[config.mk]
export PLATFORM = sky130hd
export DESIGN_NAME = stn_timing_gen
export DESIGN_NICKNAME = d
export VERILOG_FILES = /design/src/rtl/stn_timing_gen.sv
export SDC_FILE = /design/constraint.sdc
export NUM_CORES = 1
export LEC_CHECK = 0
export CORE_UTILIZATION = 62
export DETAILED_ROUTE_END_ITERATION = 10
export PLACE_DENSITY = 0.95
export SETUP_SLACK_MARGIN = 0.15
export SLEW_MARGIN = 20
export SYNTH_ARGS = -nofsm -noshare
export SYNTH_HDL_FRONTEND = slang
export SYNTH_SLANG_ARGS = --single-unit
[constraint.sdc]
create_clock -name mclk -period 4.87 [get_ports mclk]
set_clock_uncertainty 0.05 [all_clocks]
set_input_delay 0.974 -clock mclk [delete_from_list [all_inputs] [get_ports mclk]]
set_output_delay 0.974 -clock mclk [all_outputs]
set_load 0.1 [all_outputs]
[src/rtl/stn_timing_gen.sv]
module stn_timing_gen #(
  parameter int DIV     = 4,
  parameter int VLINE_W = 2,
  parameter int HW      = 10,
  parameter int VW      = 10,
  parameter int BW      = 8
) (
  input  logic          mclk,
  input  logic          rst_n,
  input  logic [HW-1:0] hoz_val,
  input  logic [VW-1:0] line_val,
  input  logic [BW-1:0] blank_len,
  input  logic          dual_scan,
  output logic          vclk,
  output logic          data_req,
  output logic          vline,
  output logic          vframe,
  output logic          scan_dual
);
  localparam int HALF = DIV / 2;
  localparam int DW   = (DIV > 2) ? $clog2(DIV) : 1;

  typedef enum logic [1:0] {LOAD = 2'd0, ACT = 2'd1, BLK = 2'd2} phase_t;

  phase_t        st;
  logic [DW-1:0] div;
  logic [HW-1:0] xf;
  logic [VW-1:0] ln;
  logic [BW-1:0] bc;
  logic [HW-1:0] hoz_r;
  logic [VW-1:0] lin_r;
  logic [BW-1:0] blank_r;
  logic          dual_r;

  logic [BW-1:0] blank_last;
  logic          blank_end;
  logic          cap;

  assign blank_last = (blank_r == '0) ? '0 : blank_r - 1'b1;
  assign blank_end  = (st == BLK) && (bc == blank_last);
  assign cap        = (st == LOAD) || (blank_end && (ln == lin_r));

  always_ff @(posedge mclk or negedge rst_n) begin
    if (!rst_n) begin
      hoz_r   <= '0;
      lin_r   <= '0;
      blank_r <= '0;
      dual_r  <= 1'b0;
    end else if (cap) begin
      hoz_r   <= hoz_val;
      lin_r   <= line_val;
      blank_r <= blank_len;
      dual_r  <= dual_scan;
    end
  end

  always_ff @(posedge mclk or negedge rst_n) begin
    if (!rst_n) begin
      st  <= LOAD;
      div <= '0;
      xf  <= '0;
      ln  <= '0;
      bc  <= '0;
    end else begin
      case (st)
        LOAD: begin
          div <= '0;
          xf  <= '0;
          ln  <= '0;
          bc  <= '0;
          st  <= ACT;
        end
        ACT: begin
          if (div == DW'(DIV - 1)) begin
            div <= '0;
            if (xf == hoz_r) begin
              xf <= '0;
              bc <= '0;
              st <= BLK;
            end else begin
              xf <= xf + 1'b1;
            end
          end else begin
            div <= div + 1'b1;
          end
        end
        BLK: begin
          if (blank_end) begin
            bc <= '0;
            st <= ACT;
            ln <= (ln == lin_r) ? '0 : ln + 1'b1;
          end else begin
            bc <= bc + 1'b1;
          end
        end
        default: st <= LOAD;
      endcase
    end
  end

  assign vclk      = (st == ACT) && (div >= DW'(HALF));
  assign data_req  = (st == ACT) && (div == DW'(HALF - 1));
  assign vline     = (st == BLK) && (bc < BW'(VLINE_W));
  assign vframe    = vline && (ln == '0);
  assign scan_dual = dual_r;

endmodule

Word level (Yosys, flattened, before mapping). Cells that the tools add are included. Widths: inputs -> output; s select.

Flip-flop bits (word level): 61. Input bits: 31. Output and inout bits: 5. Logic and storage cells: 60.

Add/sub/neg operators: 5. Magnitude comparators: 2. Equal/unequal tests: 10. Multiplexer cells: 17. Reduce and logical (&&, ||, !) cells: 17.

Operators with widths (number): $mux 10 (4); $pmux 10 s2 (2); $mux 8 (4); $pmux 8 s3 (1); $add 10x1->10 const B (2); $eq 10x10->1 (2); $logic_not 10->1 (1); $add 8x1->8 const B (1); $eq 8x8->1 (1); $logic_not 8->1 (1); $lt 8x2->1 const B (1); $mux 2 (4); $sub 8x1->8 const B (1); $logic_and 1x1->1 (6); $ne 2x2->1 const B (3); $pmux 2 s3 (1); $reduce_and 3->1 (2); $eq 2x1->1 const B (2); $eq 2x2->1 const B (2); $pmux 2 s2 (1); $reduce_and 2->1 (2); $reduce_bool 2->1 (2); $reduce_bool 3->1 (1); $add 2x1->2 const B (1); other kinds (3) (3).

Longest topological paths before layout. Gate-level depths: netlist (run 1).

Depth in word-level cells: 6. Gate-level depth with buffers: 12. Mapped depth without buffers: 9.

Worst setup path after synthesis (run 1). Ideal clock, no wire load.

Path type: reg-to-output. Start point: register bc[5]. End point: output vframe. Arrival time: 4846 ps. Data required time: 3846 ps. Setup slack: -1000 ps. Stages on the path, launching flop included: 6. Path buffers: 1. Path through: dfrtp_1 clkbuf_1 nor4_1 nand2_1 nor4_1 and3_1.

Cells in the longest elaborated chain, start to end: 3.

Ends and longest elaborated chain: start: declaration (RTL line 29) `logic [BW-1:0] bc;`; start signal: assignment (RTL line 93) `bc <= bc + 1'b1;`; $lt 8x2->1 (RTL line 103) `assign vline = (st == BLK) && (bc < BW'(VLINE_W));`; $logic_and 1x1->1 (RTL line 103); net vline (RTL line 16) `output logic vline,`; $logic_and 1x1->1 (RTL line 104) `assign vframe = vline && (ln == '0);`; end: declaration (RTL line 17) `output logic vframe,`.

The timed path passes the listed nets, and every way through them passes these cells.

Final worst setup path (run 1).
Start point: register st[1]. End point: output data_req.

Cells in the longest elaborated chain, start to end: 2.

Ends and longest elaborated chain: start: declaration (RTL line 25) `phase_t st;`; start signal: assignment (RTL line 59) `st <= LOAD;`; start signal: assignment (RTL line 71) `st <= ACT;`; start signal: assignment (RTL line 79) `st <= BLK;`; $eq 2x1->1 (RTL line 102) `assign data_req = (st == ACT) && (div == DW'(HALF - 1));`; $logic_and 1x1->1 (RTL line 102); end: declaration (RTL line 15) `output logic data_req,`.

No other way between the ends.

==> metrics.yaml, run 1 <==
hold_path_startpoint: "scan_dual"
path_depth: 3
hold_violations: 0
avgViaCountPerCell: 6.31
syn_to_final_growth_pct: 14.2
cap_viol_max_count: 0
place.gp.congestion: 0.886
antenna_found_initial: 0
cts-root-buf: "clkbuf_8"
syn_nets: 417
synth_ff_type: "dfrtp_1"
cts_tree: "built"
fin_ws_ps: 949
seqCellArea_um2: 1530
grt_max_degree: 62
dr.pass1.iters: 5
hp-class: "flip-flop to flip-flop"
diodes: 0
synth_area_leaders: "dfrtp_1 (41%), mux2_2 (5.8%), xor2_1 (4.3%)"
start_util_pct: 65.5
yosysUniqueCellTypes: 58
final_max_slew_viol_count: 0
async_reset_ff_share_pct: 100
tightest_slew_ps: 965
worstPathArrival_ps: 2900
slowest_stage: "clkdlybuf4s50_1"
postCtsHoldBufs: 0
rsz0062_at_grt: "false"
ys_seq_elements: 61
crit_required_ps: 3850
multiInputGateArea_um2: 2000
synth_cells: 378
core_area_um2: 5640
reg2regPathDepth: 10
worstSetupEndpointType: "output port"
cts.clk_slew.worst_paths_ps: 70
routedWlPerCell_um: 17.0
die-area_um2: 6280
cts.sink_count: 61
grt_usage_pct: 29.2
cp.buffers_inverters: 2
vias: 3027
holdPathStages: 1
fmax_mhz: 255
hpwl_um: 5570
htree_levels: 3
grt_pass1_wl_um: 14000
min_to: "scan_dual"
layout_commonest_cell: "dfrtp_1"
fin_util_pct: 74.8
numCtsBuffers: 9
drt_iter0_drc: 383
dpl_worst_slack_ps: 980
numPortBuffers: 35
start_kind: "flip-flop"
fin_crit_sh_pct: 80.5
clkLatencyLatePin_ps: 340
fin_crit_ps: 3920
powerDensity_nw_per_um2: 305
die_h_um: 79.2
fin_hold_ws_ps: 456
postCtsSetupRepairBufs: 0
worstPathMaxFanout: 23
r2r_start: "blank_r[0]"
postPlaceCellArea_um2: 4040
syn_area_um2: 3700
finalSetupTns_ps: 0
r2r_slack_ps: 950
ir_worst_vdd_mv: 0.361
yosys_warnings: 0
cts_max_path_buffers: 2
yosys.area.top_type: "dfrtp_1"
antenna_left: 0
status: "finished, final reports clean"
synth_seq_area_share_pct: 41.3
synth_area_per_cell_um2: 9.78
wl_um: 8170
drc_errors: 0
final_layout_size_suffix_gt1_share_pct: 16.2
setup.worst_path.class: "flip-flop to output port"
nets: 443
synth_top_area_share_pct: 41.3
final-setup-viol-count: 0
critPathMaxStageDelay_ps: 1130
ios: 36
path_cells: "inv_1 > and3_1 > clkdlybuf4s50_1"
final_area_um2: 4220
leakagePower_nw: 1.79
slew_headroom_pct: 35.5
cp_top_family: "buffers and inverters"
grt_overflow_total: 0
r2r_end: "lin_r[9]"
grt_pass1_vias: 3021
die-width_um: 79.2
final_cell_mix: "dfrtp_1 (61), nand2_1 (32), clkdlybuf4s50_1 (32)"
synth-edff-count: 0
cts_resized: 0
rows: 27
nFillCells: 355
[Yosys cell counts, types with 2 or more instances]
library cell / instances
o31ai_1: 3
o21ai_0: 20
and3_1: 10
xnor2_1: 15
o22ai_1: 5
a211oi_1: 2
inv_1: 16
nor2b_1: 6
clkbuf_1: 16
nand3_2: 2
nor3_1: 9
dfrtp_1: 61
nand2_1: 32
xor2_1: 18
a21oi_1: 10
nor2_1: 19
o211ai_1: 5
nand4_1: 8
a31oi_1: 5
o21a_1: 2
nand3_1: 17
or4_1: 4
nor4_1: 7
buf_6: 2
or2_2: 5
o41ai_1: 4
mux2_4: 10
ha_1: 8
nand3b_1: 2
buf_2: 3
mux2_2: 19
nand2b_1: 7
[routing by layer]
metal,track usage [%],wire [µm]
met4,10.7,129
met5,0,0
met1,37.5,3410
met2,47.3,4110
met3,7.70,527
[worst reg2reg max path: cells and delay by family, from the launching register on]
family,cells,cell delay [ps]
fa+ha+maj,1,330
mux,1,390
simple gates,3,750
buf+inv,2,480
flops,1,430
compound gates,3,1370
[report_power, final]
group	switching, mW	internal [mW]
clock	0.194	0.229
sequential	0.0650	0.552
combinational	0.136	0.113
total	0.395	0.894
[worst max path at each step]
stage / endpoint / startpoint
2_1_floorplan: vframe / bc[5]
3_3_place_gp: lin_r[9] / blank_r[0]
3_5_place_dp: lin_r[9] / blank_r[0]
4_1_cts: lin_r[9] / blank_r[0]
5_1_grt: hoz_r[7] / blank_r[0]
6_report: data_req / st[1]
[cell type report]
cell class | instances | share of cell area (%)
clock buffers | 9 | 2.93
clock inverters | 6 | 1.30
inverters | 16 | 1.42
multi-input cells | 277 | 47.3
flip-flops and latches | 61 | 36.2
repair buffers | 39 | 8.77
well taps | 72 | 2.13
[flip-flops by register name, summed over array words and instances (netlist names)]
name,count
scan_dual,1
lin_r,10
st,2
blank_r,8
bc,8
xf,10
div,2
ln,10
hoz_r,10
[cells by family after synthesis]
| family | count (synthesis) | synth area share [%] |
|---|---|---|
| xor gates and xnor gates | 33 | 7.82 |
| muxes | 30 | 10.1 |
| adders and majority gates | 8 | 2.71 |
| DFF | 61 | 41.3 |
| buffers and inverters | 40 | 5.11 |
| and+or+nand+nor | 139 | 20.7 |
| AOI/OAI and AO/OA | 67 | 12.3 |
[through the flow]
step / power, mW / instances
6_report: 1.29 / 480
5_1_grt: 1.35 / 480
4_1_cts: 1.29 / 480
3_5_place_dp: 0.872 / 465
3_3_place_gp: 0.860 / 465
2_1_floorplan: 0.789 / 378
Power figures use the tool's default switching activity.
==> inputs of run 2 (changes only) <==
Settings changed: CORE_UTILIZATION 62 to 52, PLACE_DENSITY 0.95 to 0.88.
Clock period 4.87 ns to 3.2 ns, I/O delays scaled along.
==> run 2 against run 1 <==
Sequential cell count is the same. Final area grew 7.4%. Power grew 59%. Critical path type is now flip-flop to flip-flop.
==> metrics.yaml, run 2 (synthesized netlist as in run 1, its figures left out) <==
dr.pass1.iters: 5  # unchanged
multiInputGateArea_um2: 2050  # was 2000 µm²
fin_crit_sh_pct: 96.7
met1_usage_pct: 32.6  # was 37.5%
cts.sink_count: 61  # unchanged
numPortBuffers: 35  # unchanged
final_layout_size_suffix_gt1_share_pct: 22.8  # was 16.2%
nets: 463  # was 443
endpoint: "blank_r[4]"  # was data_req
hp-class: "input port to asynchronous set/reset pin"  # was flip-flop to flip-flop
r2r_start: "blank_r[1]"  # was blank_r[0]
tightest_slew_ps: 863  # was 965 ps
drt_iter0_drc: 318  # was 383
rsz0062_at_grt: "true"  # was false
ir_worst_vdd_mv: 0.563  # was 0.361 mV
cts_tree: "built"  # unchanged
die-width_um: 86.3  # was 79.2 µm
r2r_end: "blank_r[4]"  # was lin_r[9]
grt_pass1_wl_um: 14400  # was 14000 µm
crit_required_ps: 3370  # was 3850 ps
clkLatencyLatePin_ps: 340  # about the same
layout_commonest_cell: "dfrtp_1"  # unchanged
cap_viol_max_count: 0  # unchanged
place.gp.congestion: 0.878  # was 0.886
core_area_um2: 6830  # was 5640 µm²
status: "finished, final reports clean"  # unchanged
antenna_left: 0  # unchanged
leakagePower_nw: 1.92  # was 1.79 nW
grt_overflow_total: 0  # unchanged
drc_errors: 0  # unchanged
grt_max_degree: 41  # was 62
die-area_um2: 7450  # was 6280 µm²
diodes: 0  # unchanged
final_cell_mix: "dfrtp_1 (60), nand2_1 (31), clkdlybuf4s50_1 (29)"  # was dfrtp_1 (61), nand2_1 (32), clkdlybuf4s50_1 (32)
vias: 3133  # was 3027
slew_headroom_pct: 42.5  # was 35.5%
worstPathArrival_ps: 3270  # was 2900 ps
grt_usage_pct: 25.2  # was 29.2%
fin_crit_ps: 3090
use_met3_pct: 5.05  # was 7.70%
critPathLaunch: "blank_r[1]"  # was st[1]
start_util_pct: 54.1  # was 65.5%
syn_to_final_growth_pct: 22.6  # was 14.2%
die_h_um: 86.3  # was 79.2 µm
fin_util_pct: 66.3  # was 74.8%
worstPathMaxFanout: 6  # was 23
rows: 30  # was 27
reg2regPathDepth: 11  # was 10
antenna_found_initial: 0  # unchanged
htree_levels: 3  # unchanged
cts.clk_slew.worst_paths_ps: 70  # about the same
grt_pass1_vias: 2905  # was 3021
routedWlPerCell_um: 17.5  # was 17.0 µm
powerDensity_nw_per_um2: 451  # was 305 nW/µm²
nFillCells: 502  # was 355
postPlaceCellArea_um2: 4210  # was 4040 µm²
numCtsBuffers: 9  # unchanged
fin_cells: 525  # was 480
fmax_mhz: 323
grt-busiest-layer: "met2"  # unchanged
worstSetupEndpointType: "flip-flop"  # was output port
start_kind: "flip-flop"  # unchanged
finalSetupTns_ps: 0  # unchanged
cts_max_path_buffers: 2  # unchanged
final_max_slew_viol_count: 0  # unchanged
cts-root-buf: "clkbuf_8"  # unchanged
r2r_slack_ps: 110  # was 950 ps
final-setup-viol-count: 0  # unchanged
grtUsageMet2_pct: 41.3  # was 47.3%
dp.cells: 503  # was 465
final_area_um2: 4530  # was 4220 µm²
avgViaCountPerCell: 5.97  # was 6.31
setup.worst_path.class: "flip-flop to flip-flop"  # was flip-flop to output port
wl_um: 9210  # was 8170 µm
ios: 36  # unchanged
hpwl_um: 6080  # was 5570 µm
hold_violations: 0  # unchanged
seqCellArea_um2: 1530  # about the same
run 2: worst max-delay path: stages, from the launching register on:
cell and delay (ps):
dfrtp_2 430, inv_2 80, ha_4 150, or4b_4 490, o21a_1 200, or3_4 340, a211oi_4 240, nand3_2 130
a21oi_4 230, buf_4 160, buf_8 110, mux2_2 350
run 2: metrics by stage:
stage | worst slack, ps | hold WS, ps | total power, mW
detailed placement | 122 | 458 | 1.34
CTS | 158 | 379 | 2.02
finish | 107 | 359 | 2.04
global placement | 233 | 431 | 1.32
global route | 31.8 | 434 | 2.12
floorplan | 28.2 | 294 | 1.20
run 2: worst min path at each step:
stage                     slack [ps]       from   endpoint
after CTS                        380      rst_n   lin_r[6]
after global placement           430      xf[9]      xf[9]
after floorplan                  290      rst_n      bc[0]
after global routing             430      rst_n   lin_r[2]
final                            360      rst_n   lin_r[6]
after detailed placement         460  scan_dual  scan_dual
run 2: final cells by class:
class / instances / area share, %
multi-input combinational: 277 / 45.3
sequential: 61 / 33.7
timing repair buffer: 59 / 12.8
clock buffer: 10 / 2.82
tap: 96 / 2.65
clock inverter: 6 / 1.41
inverter: 16 / 1.33
run 2: timing repair:
item	in CTS	in global routing
pin swaps	0	2
hold endpoints to repair	0	0
gates cloned	0	1
setup endpoints to repair	19	46
gates resized for setup	2	14
hold buffers	0	0
buffers inserted	0	5
run 2: per-layer routing:
layer / up-vias / wire (µm)
met5: - / 0
met4: 0 / 228
met3: 26 / 494
met2: 150 / 4730
met1: 1515 / 3760
li1: 1442 / -
run 2: power by group:
part / switching (mW) / internal, mW / total (mW)
Clock: 0.324 / 0.358 / 0.682
Combinational: 0.235 / 0.194 / 0.429
Sequential: 0.0922 / 0.840 / 0.932
